--- src/rtl/wrc_pkg.sv ---
package wrc_pkg;
  localparam int unsigned DW    = 32;
  localparam int unsigned LANES = 4;

  typedef enum logic [1:0] {
    K_DWORD = 2'd0,
    K_SRAM  = 2'd1,
    K_CSR   = 2'd2,
    K_DESC  = 2'd3
  } wkind_e;

  typedef logic [LANES-1:0][DW-1:0] lanes_t;
endpackage

--- src/rtl/wrc_decode.sv ---
module wrc_decode
  import wrc_pkg::*;
#(
  parameter int unsigned ADDR_W    = 20,
  parameter int unsigned PAGE_BITS = 13,
  parameter int unsigned OFF_EVQ   = 'h400,
  parameter int unsigned OFF_TMR   = 'h420,
  parameter int unsigned OFF_RXD   = 'h830,
  parameter int unsigned OFF_TXD   = 'ha10
) (
  input  logic [ADDR_W-1:0] addr,
  output wkind_e            kind,
  output logic [1:0]        lane,
  output logic              last_lane,
  output logic              tmr_page0,
  output logic [ADDR_W-1:0] base
);
  localparam int unsigned HI_W = ADDR_W - 1 - PAGE_BITS;

  logic                 in_sram;
  logic [PAGE_BITS-1:0] off;
  logic [HI_W-1:0]      page;
  logic [1:0]           desc_hit;
  logic [1:0]           dir_hit;

  assign in_sram = addr[ADDR_W-1];
  assign off     = addr[PAGE_BITS-1:0];
  assign page    = addr[ADDR_W-2:PAGE_BITS];

  for (genvar g = 0; g < 2; g++) begin : g_desc
    localparam logic [PAGE_BITS-1:0] DOFF = PAGE_BITS'((g == 0) ? OFF_RXD : OFF_TXD);
    assign desc_hit[g] = !in_sram && (off[PAGE_BITS-1:4] == DOFF[PAGE_BITS-1:4]);
  end

  for (genvar g = 0; g < 2; g++) begin : g_dir
    localparam logic [PAGE_BITS-1:0] XOFF = PAGE_BITS'((g == 0) ? OFF_EVQ : OFF_TMR);
    assign dir_hit[g] = !in_sram && (off[PAGE_BITS-1:2] == XOFF[PAGE_BITS-1:2]);
  end

  assign tmr_page0 = dir_hit[1] && (page == '0);

  always_comb begin
    if (in_sram) begin
      kind = K_SRAM;
    end else if (|dir_hit) begin
      kind = K_DWORD;
    end else if (|desc_hit) begin
      kind = K_DESC;
    end else begin
      kind = K_CSR;
    end
  end

  always_comb begin
    lane      = addr[3:2];
    base      = {addr[ADDR_W-1:4], 4'b0000};
    last_lane = (addr[3:2] == 2'd3);
    unique case (kind)
      K_SRAM: begin
        lane      = {1'b0, addr[2]};
        base      = {addr[ADDR_W-1:3], 3'b000};
        last_lane = addr[2];
      end
      K_DWORD: begin
        base = addr;
      end
      default: ;
    endcase
  end
endmodule

--- src/rtl/wrc_collector.sv ---
module wrc_collector
  import wrc_pkg::*;
#(
  parameter int unsigned ADDR_W = 20
) (
  input  logic              clk,
  input  logic              rst,
  input  logic              take,
  input  wkind_e            kind,
  input  logic [1:0]        lane,
  input  logic              last_lane,
  input  logic              tmr_page0,
  input  logic [ADDR_W-1:0] base,
  input  logic [DW-1:0]     wdata,
  output logic              emit,
  output wkind_e            emit_kind,
  output logic [ADDR_W-1:0] emit_addr,
  output lanes_t            emit_data,
  output logic [LANES-1:0]  mask_q
);
  logic [ADDR_W-1:0] tag_q, tag_n;
  lanes_t            data_q, data_n, merged;
  logic [LANES-1:0]  mask_n, merged_mask, full_mask;
  logic              hit, busy;

  assign busy = |mask_q;
  assign hit  = busy && (tag_q == base);

  always_comb begin
    merged       = data_q;
    merged[lane] = wdata;
    merged_mask  = (hit ? mask_q : '0) | (LANES'(1) << lane);
    full_mask    = (kind == K_SRAM) ? 4'b0011 : 4'b1111;
  end

  always_comb begin
    mask_n    = mask_q;
    tag_n     = tag_q;
    data_n    = data_q;
    emit      = 1'b0;
    emit_kind = kind;
    emit_addr = base;
    emit_data = '0;
    if (take) begin
      unique case (kind)
        K_DWORD: begin
          emit         = 1'b1;
          emit_data[0] = wdata;
          if (tmr_page0) mask_n = '0;
        end
        K_CSR, K_SRAM: begin
          data_n = merged;
          if (merged_mask == full_mask) begin
            emit   = 1'b1;
            mask_n = '0;
            for (int i = 0; i < LANES; i++) begin
              emit_data[i] = full_mask[i] ? merged[i] : '0;
            end
          end else begin
            mask_n = merged_mask;
            tag_n  = base;
          end
        end
        K_DESC: begin
          if (last_lane) begin
            emit   = 1'b1;
            mask_n = '0;
            for (int i = 0; i < LANES; i++) begin
              if (i == int'(lane))            emit_data[i] = wdata;
              else if (hit && mask_q[i])      emit_data[i] = data_q[i];
              else                            emit_data[i] = '0;
            end
          end else if (!busy || hit) begin
            data_n = merged;
            mask_n = merged_mask;
            tag_n  = base;
          end
        end
        default: ;
      endcase
    end
  end

  always_ff @(posedge clk) begin
    if (rst) begin
      mask_q <= '0;
      tag_q  <= '0;
      data_q <= '0;
    end else begin
      mask_q <= mask_n;
      tag_q  <= tag_n;
      data_q <= data_n;
    end
  end
endmodule

--- src/rtl/wrc_out_stage.sv ---
module wrc_out_stage #(
  parameter int unsigned PW = 8
) (
  input  logic          clk,
  input  logic          rst,
  input  logic          load,
  input  logic [PW-1:0] in_pl,
  output logic          free,
  output logic          o_valid,
  input  logic          o_ready,
  output logic [PW-1:0] o_pl
);
  assign free = !o_valid || o_ready;

  always_ff @(posedge clk) begin
    if (rst) begin
      o_valid <= 1'b0;
      o_pl    <= '0;
    end else if (free) begin
      o_valid <= load;
      if (load) o_pl <= in_pl;
    end
  end
endmodule

--- src/rtl/wide_write_collector.sv ---
module wide_write_collector
  import wrc_pkg::*;
#(
  parameter int unsigned ADDR_W    = 20,
  parameter int unsigned PAGE_BITS = 13,
  parameter int unsigned OFF_EVQ   = 'h400,
  parameter int unsigned OFF_TMR   = 'h420,
  parameter int unsigned OFF_RXD   = 'h830,
  parameter int unsigned OFF_TXD   = 'ha10
) (
  input  logic              clk,
  input  logic              rst,
  input  logic              wr_valid,
  output logic              wr_ready,
  input  logic [ADDR_W-1:0] wr_addr,
  input  logic [31:0]       wr_data,
  output logic              cm_valid,
  input  logic              cm_ready,
  output logic [1:0]        cm_kind,
  output logic [ADDR_W-1:0] cm_addr,
  output logic [127:0]      cm_data
);
  localparam int unsigned PW = 2 + ADDR_W + LANES * DW;

  wkind_e            d_kind, e_kind;
  logic [1:0]        d_lane;
  logic              d_last, d_tmr0, take, emit;
  logic [ADDR_W-1:0] d_base, e_addr;
  lanes_t            e_data;
  logic [LANES-1:0]  col_mask;
  logic [PW-1:0]     out_pl;

  wrc_decode #(
    .ADDR_W(ADDR_W), .PAGE_BITS(PAGE_BITS), .OFF_EVQ(OFF_EVQ),
    .OFF_TMR(OFF_TMR), .OFF_RXD(OFF_RXD), .OFF_TXD(OFF_TXD)
  ) u_dec (
    .addr(wr_addr), .kind(d_kind), .lane(d_lane), .last_lane(d_last),
    .tmr_page0(d_tmr0), .base(d_base)
  );

  assign take = wr_valid && wr_ready;

  wrc_collector #(.ADDR_W(ADDR_W)) u_col (
    .clk(clk), .rst(rst), .take(take), .kind(d_kind), .lane(d_lane),
    .last_lane(d_last), .tmr_page0(d_tmr0), .base(d_base), .wdata(wr_data),
    .emit(emit), .emit_kind(e_kind), .emit_addr(e_addr), .emit_data(e_data),
    .mask_q(col_mask)
  );

  wrc_out_stage #(.PW(PW)) u_out (
    .clk(clk), .rst(rst), .load(emit), .in_pl({e_kind, e_addr, e_data}),
    .free(wr_ready), .o_valid(cm_valid), .o_ready(cm_ready), .o_pl(out_pl)
  );

  assign cm_kind = out_pl[PW-1 -: 2];
  assign cm_addr = out_pl[LANES*DW +: ADDR_W];
  assign cm_data = out_pl[LANES*DW-1:0];
endmodule

--- config.mk ---
export PLATFORM = sky130hd
export DESIGN_NAME = wide_write_collector
export DESIGN_NICKNAME = d
export VERILOG_FILES = /design/src/rtl/wrc_pkg.sv /design/src/rtl/wrc_decode.sv /design/src/rtl/wrc_collector.sv /design/src/rtl/wrc_out_stage.sv /design/src/rtl/wide_write_collector.sv
export SDC_FILE = /design/constraint.sdc
export NUM_CORES = 1
export LEC_CHECK = 0
export BUFFER_PORTS_ARGS = -buffer_cell sky130_fd_sc_hd__buf_2
export CORE_ASPECT_RATIO = 1.2
export CORE_MARGIN = 1
export CORE_UTILIZATION = 50
export DETAILED_ROUTE_END_ITERATION = 6
export PLACE_DENSITY = 0.76
export SLEW_MARGIN = 5
export SYNTH_ARGS = -nofsm -noshare
export SYNTH_HDL_FRONTEND = slang
export SYNTH_SLANG_ARGS = --single-unit
--- constraint.sdc ---
create_clock -name clk -period 9.1 [get_ports clk]
set_clock_uncertainty 0.05 [all_clocks]
set_input_delay 2.73 -clock clk [delete_from_list [all_inputs] [get_ports clk]]
set_output_delay 2.73 -clock clk [all_outputs]
set_load 0.05 [all_outputs]
==> results of run 1 <==
## logic make-up (layout without fill, tap and decap cells)
family	count (synthesis)	after routing
buf+inv	135	279
mux	244	244
compound gates	225	225
flops	303	303
simple gates	311	311
xor+xnor	20	20
fa+ha+maj	4	4
## metal layers
layer  vias to the layer above  routed length, um  global-route usage (%)
met5                         -                  0                       0
met3                        65               1850                    4.18
met4                         0                989                    8.46
li1                       4644                  -                       -
met1                      4740              14000                    31.3
met2                       307              16200                    43.3
## tightest hold or removal path, delay by kind of cell, from the launching register on
kind             cells  cell delay [ps]
flip-flops           1              310
AO/OA/AOI/OAI        1               50
AND/OR/NAND/NOR      1               50
## cell type report
| type | count | area share, % |
|---|---|---|
| Inverter | 4 | 0.103 |
| Clock buffer | 45 | 6.21 |
| Sequential cell | 303 | 41.5 |
| Clock inverter | 7 | 0.608 |
| Timing Repair Buffer | 223 | 7.95 |
| Tap cell | 325 | 2.78 |
| Multi-Input combinational cell | 804 | 40.9 |
## registers in the layout (all words and copies together), names as in the netlist
register,count
u_out.o_pl,150
u_out.o_valid,1
u_col.data_q,128
u_col.mask_q,4
u_col.tag_q,20
## synthesized netlist by cell type (all sizes together), types with 6 or more instances
cell type  count  area, um^2
nand2b        35         219
nand2         48         180
dfxtp        303        6070
buf           33         198
a22oi         32         240
a21oi         63         319
nor4           6        43.8
xor2          18         158
mux2i        243        2430
o21ai          7        35.0
o2bb2ai       97         850
clkbuf        98         368
nand3          9        45.0
nor2         157         606
or4b          32         320
## worst max path at each step
stage | slack [ps] | endpoint | from
finish | 2210 | u_out.o_pl[83]$_SDFFE_PP0P_ | wr_addr[6]
floorplan | 3150 | wr_ready | cm_ready
global route | 1960 | u_out.o_pl[112]$_SDFFE_PP0P_ | wr_addr[6]
global placement | 1940 | u_out.o_pl[114]$_SDFFE_PP0P_ | wr_addr[6]
CTS | 2340 | u_out.o_pl[103]$_SDFFE_PP0P_ | wr_addr[6]
detailed placement | 1810 | u_out.o_pl[103]$_SDFFE_PP0P_ | wr_addr[6]
## metrics by stage
step,area (um^2),hold slack [ps],setup slack (ps),utilization [%]
floorplan,12600,405,3150,-
global placement,13600,388,1940,55.2
detailed placement,13600,391,1810,55.2
CTS,14600,406,2340,59.3
global route,14600,424,1960,59.3
finish,14600,401,2210,59.3
## power by group through the flow
stage	combinational (mW)	clock, mW	sequential, mW
after floorplan	0.178	0	1.46
after global routing	0.327	1.32	1.39
after CTS	0.305	1.26	1.38
after global placement	0.300	0	1.41
after detailed placement	0.303	0	1.41
final	0.305	1.24	1.38
==> run summary, run 1 <==
First-pass DRT Iterations -> 5
sequential-to-total area share from yosys stat -> 48.2%
final WL -> 33,000 um
EDFF count, synth -> 0
initial core utilization -> 51.0%
RSZ-0062 raised after global routing -> false
largest net degree at the start of global routing -> 119
Clock power frac -> 42.4%
Mapped Cells -> 1,242
# IOs -> 208
Die ar. -> 25,800 um^2
core box area -> 24,700 um^2
CP top delay family -> simple AND/OR/NAND/NOR gates
WP data required -> 9450 ps
# rows -> 63
Clk Latency, worst-skew pair -> 550 ps
status -> completed
Netlist Area Pre-Place -> 12,600 um^2
main combinational cell family by area after synthesis -> multiplexers
P&R area growth vs syn -> 16.3%
Synth Register Bits -> 303
FFs w/ async S/R, synth -> 0%
Resized cells post-CTS -> 0
# Post-CTS Setup Buffers -> 0
WL per Instance -> 19.3 um
Avg Synthesized Cell Area -> 10.1 um^2
endpoint class of the critical path -> flip-flop
Clock Sinks -> 303
final period utilization -> 75.7%
Multi-input gate area -> 5980 um^2
reg2reg end -> u_out.o_pl[83]$_SDFFE_PP0P_
Synth Area in Compound Gates -> 13.2%
buffers added on ports -> 207
vias in the first global route -> 9,544
routability cong. -> 0.880
wire length of the first global-routing pass -> 51,700 um
Overflow after GRT -> 0
xor/xnor cell area share of the yosys netlist -> 1.39%
Post-Synth Adder-Cell Area -> 0.398%
synthesis warning total -> 0
DRC -> 0
simple-gate area share of the yosys netlist -> 12.7%
Levels on crit path -> 14
relative slew slack -> 22.9%
hold-critical path depth -> 2
GRT Total Usage -> 25.0%
Yosys cell types -> 54
PD cells -> 200 nW/um^2
Hold Crit Endpoint -> u_out.o_pl[133]$_SDFFE_PP0P_
# fillers -> 2,097
Post-Place Cells -> 1,659
register area -> 6070 um^2
Worst EP arrival -> 7240 ps
Sw Pwr -> 0.732 mW
CTS tree -> built
Int Pwr -> 2.20 mW
CP cell instances -> buf_2 > nor4_1 > and3_1 > nor2_1 > inv_1 > ha_1 > nor2b_1 > nor2_8 > o2111a_2 > nand4_4 > a21oi_2 > nor2_4 > buf_4 > o2bb2ai_1
maximum vdd drop -> 140 uV
diode count -> 0
syn nets -> 1,302
routed via count -> 9,756
largest stage delay on the critical path -> 900 ps
count of final setup violators -> 0
commonest non-fill, non-tap cell in the layout -> dfxtp_1
multiplexer area fraction after synthesis -> 19.4%
combinational share of power -> 10.4%
Net count, final -> 1,426
share of power burned in registers -> 47.2%
Slew Limit Fails -> 0
clock slew at reported path FFs -> 60 ps
Primary FF master, synth -> dfxtp_1
Hold-fix buffers, CTS -> 0
Finished Layout Cells -> 1,711
MaxCap Viol Count -> 0
r2r startpoint -> u_col.tag_q[8]$_SDFFE_PP0P_
Via-to-Cell Ratio -> 5.70
Final Power -> 2.93 mW
Max FO, Critical Path -> 96
Num CTS Buffers -> 30
Max Freq -> 145 MHz
Final min period -> 6890 ps
Sw Share -> 25.0%
Max stage delay cell, worst path -> a21oi_2
Final Hold Viols -> 0
reg2reg path depth -> 8
Hold Startpoint -> u_out.o_pl[133]$_SDFFE_PP0P_
hpwl dp -> 20,700 um
HP Class -> flip-flop to flip-flop
Setup CP Type -> input pin to flip-flop
root buffer cell -> clkbuf_16
Die Span Y -> 176 um
Crit path buffers/inverters -> 3
commonest non-fill, non-tap cells in the layout -> dfxtp_1 (303), mux2i_1 (243), buf_2 (206)
share of cells above drive strength 1 -> 20.7%
reg-to-reg slack, setup -> 5730 ps
H-tree depth -> 1
CP Launch Type -> input pin
clk buf depth -> 3
initial antenna violation count -> 0
die width -> 147 um
Fin Setup TNS -> 0 ps
Iteration-0 DRC Markers -> 769
worst slew pin tran -> 1160 ps
Lkg Pwr -> 6.89 nW
Final ANT Viol Nets -> 0
(Power assumes the default switching activity.)
==> run 2, diff against run 1 <==
==> constraint.sdc (replaced) <==
create_clock -name clk -period 6.6 [get_ports clk]
set_clock_uncertainty 0.05 [all_clocks]
set_input_delay 1.98 -clock clk [delete_from_list [all_inputs] [get_ports clk]]
set_output_delay 1.98 -clock clk [all_outputs]
set_load 0.05 [all_outputs]
==> run 2 against run 1 <==
- wire length fell by 3.5%
- sequential share of layout area rose by 0.075 points
- power rose by 33%
- non-clock buffer count rose by 7
- clock power rose by 27%
- first-iteration DRC count fell by 18%
- register-to-register slack got worse by 2300 ps
- cell count rose by 0.29%
- hold slack got worse by 1.6 ps
- critical path depth did not move
==> run summary, run 2 (synthesized netlist as in run 1, its figures left out) <==
Overflow after GRT -> 0 (unchanged)
Fin Setup TNS -> 0 ps (unchanged)
RSZ-0062 raised after global routing -> false (unchanged)
CTS tree -> built (unchanged)
Largest Register -> u_out.o_pl (unchanged)
core box area -> 24,700 um^2 (unchanged)
clock slew at reported path FFs -> 60 ps (about the same)
hold-critical path depth -> 2 (unchanged)
final period utilization -> 79.5%
Clk Latency, worst-skew pair -> 540 ps (was 550 ps)
setup slack at placement -> 875 ps (was 1810 ps)
Final ANT Viol Nets -> 0 (unchanged)
WL per Instance -> 18.6 um (was 19.3 um)
Die ar. -> 25,800 um^2 (unchanged)
WP data required -> 6930 ps (was 9450 ps)
buffers added on ports -> 207 (unchanged)
Lkg Pwr -> 6.88 nW (was 6.89 nW)
routed via count -> 9,733 (was 9,756)
vias in the first global route -> 9,486 (was 9,544)
Final min period -> 5250 ps
# rows -> 63 (unchanged)
Clock Sinks -> 303 (unchanged)
P&R area growth vs syn -> 16.1% (was 16.3%)
# fillers -> 2,118 (was 2,097)
HP Class -> flip-flop to flip-flop (unchanged)
maximum vdd drop -> 191 uV (was 140 uV)
worst slew pin tran -> 996 ps (was 1160 ps)
Iteration-0 DRC Markers -> 628 (was 769)
Setup CP Type -> input pin to flip-flop (unchanged)
Num CTS Buffers -> 28 (was 30)
hpwl dp -> 20,700 um (about the same)
DRC -> 0 (unchanged)
Hold Startpoint -> u_out.o_pl[130]$_SDFFE_PP0P_ (was u_out.o_pl[133]$_SDFFE_PP0P_)
r2r startpoint -> u_col.tag_q[15]$_SDFFE_PP0P_ (was u_col.tag_q[8]$_SDFFE_PP0P_)
M2 GR Usage -> 40.4% (was 43.3%)
Hold-fix buffers, CTS -> 0 (unchanged)
CP Launch Type -> input pin (unchanged)
Max FO, Critical Path -> 22 (was 96)
grt met1 use -> 31.1% (was 31.3%)
Final Hold Viols -> 0 (unchanged)
GRT Total Usage -> 24.3% (was 25.0%)
routability cong. -> 0.905 (was 0.880)
First-pass DRT Iterations -> 5 (unchanged)
diode count -> 0 (unchanged)
clk buf depth -> 3 (unchanged)
initial antenna violation count -> 0 (unchanged)
H-tree depth -> 1 (unchanged)
# IOs -> 208 (unchanged)
max FFs per register -> 150 (unchanged)
root buffer cell -> clkbuf_16 (unchanged)
Final WS setup -> 1350 ps (was 2210 ps)
die width -> 147 um (unchanged)
commonest non-fill, non-tap cell in the layout -> dfxtp_1 (unchanged)
Global Route met3 Usage -> 4.21% (was 4.18%)
GR peak layer -> met2 (unchanged)
final WL -> 31,900 um (was 33,000 um)
# Post-CTS Setup Buffers -> 0 (unchanged)
PD cells -> 267 nW/um^2 (was 200 nW/um^2)
Via-to-Cell Ratio -> 5.67 (was 5.70)
Net count, final -> 1,431 (was 1,426)
Largest regs -> u_out.o_pl x150, u_col.data_q x128, u_col.tag_q x20 (unchanged)
reg2reg end -> u_col.data_q[75]$_SDFFE_PP0P_ (was u_out.o_pl[83]$_SDFFE_PP0P_)
commonest non-fill, non-tap cells in the layout -> dfxtp_1 (303), mux2i_1 (243), buf_2 (206) (unchanged)
Die Span Y -> 176 um (unchanged)
MaxCap Viol Count -> 0 (unchanged)
reg2reg path depth -> 8 (unchanged)
endpoint class of the critical path -> flip-flop (unchanged)
reg-to-reg slack, setup -> 3480 ps (was 5730 ps)
Resized cells post-CTS -> 0 (unchanged)
relative slew slack -> 33.6% (was 22.9%)
Slew Limit Fails -> 0 (unchanged)
share of cells above drive strength 1 -> 20.9% (was 20.7%)
count of final setup violators -> 0 (unchanged)
Max Freq -> 191 MHz
largest net degree at the start of global routing -> 131 (was 119)
final core utilization -> 59.2% (was 59.3%)
status -> completed (unchanged)
wire length of the first global-routing pass -> 50,400 um (was 51,700 um)
initial core utilization -> 51.0% (unchanged)
Worst EP arrival -> 5580 ps (was 7240 ps)
Hold Crit Endpoint -> u_out.o_pl[130]$_SDFFE_PP0P_ (was u_out.o_pl[133]$_SDFFE_PP0P_)
run 2: cell count changes in the layout (fill, tap and decap cells not counted):
cell | previous run | this run
buf_4 | 16 | 21
clkbuf_8 | 8 | 5
clkinv_2 | 4 | 7
buf_12 | 0 | 2
clkbuf_16 | 31 | 29
bufinv_16 | 2 | 1
clkbuf_1 | 6 | 7
clkinv_4 | 1 | 0
clkinvlp_4 | 0 | 1
run 2: worst max-delay path, stage by stage:
cell      delay [ps]
buf_2            130
nor4_1           340
and3_1           240
nor2_1            80
inv_1            110
ha_1             380
nand4b_1         140
o22ai_1          230
o211ai_1         170
o21ai_1          580
nand3_2          480
buf_4            420
mux2i_1          210
nor2_1            60
run 2: final cells by class:
type                       count  area (um^2)  area share [%]
clock buffer                  41          821            5.62
tap                          325          407            2.79
sequential                   303         6070            41.6
timing repair buffer         230         1240            8.49
inverter                       4         15.0           0.103
clock inverter                 9         72.6           0.497
multi-input combinational    804         5980            40.9
run 2: how the worst max path moves through the flow:
stage / from / end / slack (ps) / depth (start not counted)
2_1_floorplan: wr_addr[2] / u_out.o_pl[10]$_SDFFE_PP0P_ / 1650 / 15
3_3_place_gp: wr_addr[6] / u_col.data_q[88]$_SDFFE_PP0P_ / 940 / 14
3_5_place_dp: wr_addr[6] / u_col.data_q[75]$_SDFFE_PP0P_ / 870 / 14
4_1_cts: wr_addr[6] / u_col.data_q[75]$_SDFFE_PP0P_ / 1410 / 14
5_1_grt: wr_addr[6] / u_col.data_q[75]$_SDFFE_PP0P_ / 1120 / 14
6_report: wr_addr[6] / u_col.data_q[75]$_SDFFE_PP0P_ / 1350 / 14
run 2: power by group:
part	internal [mW]	leakage, nW	total (mW)	switching, mW
registers	1.88	2.46	1.91	0.0266
logic	0.138	3.98	0.423	0.285
clock network	0.898	0.443	1.57	0.673
run 2: metrics by stage:
stage | cell area [um^2] | hold slack, ps | std cells | power (mW)
final | 14600 | 399 | 1716 | 3.90
after global placement | 13700 | 388 | 1666 | 2.36
after floorplan | 12600 | 405 | 1242 | 2.25
after detailed placement | 13700 | 391 | 1666 | 2.37
after global routing | 14600 | 419 | 1716 | 4.04
after CTS | 14600 | 402 | 1716 | 3.93
run 2: routing by layer:
layer | routed length [um] | share of wire, % | vias to the layer above
li1 | - | - | 4661
met1 | 13700 | 43 | 4713
met2 | 15300 | 48 | 301
met3 | 1900 | 6.0 | 58
met4 | 954 | 3.0 | 0
met5 | 0 | 0 | -
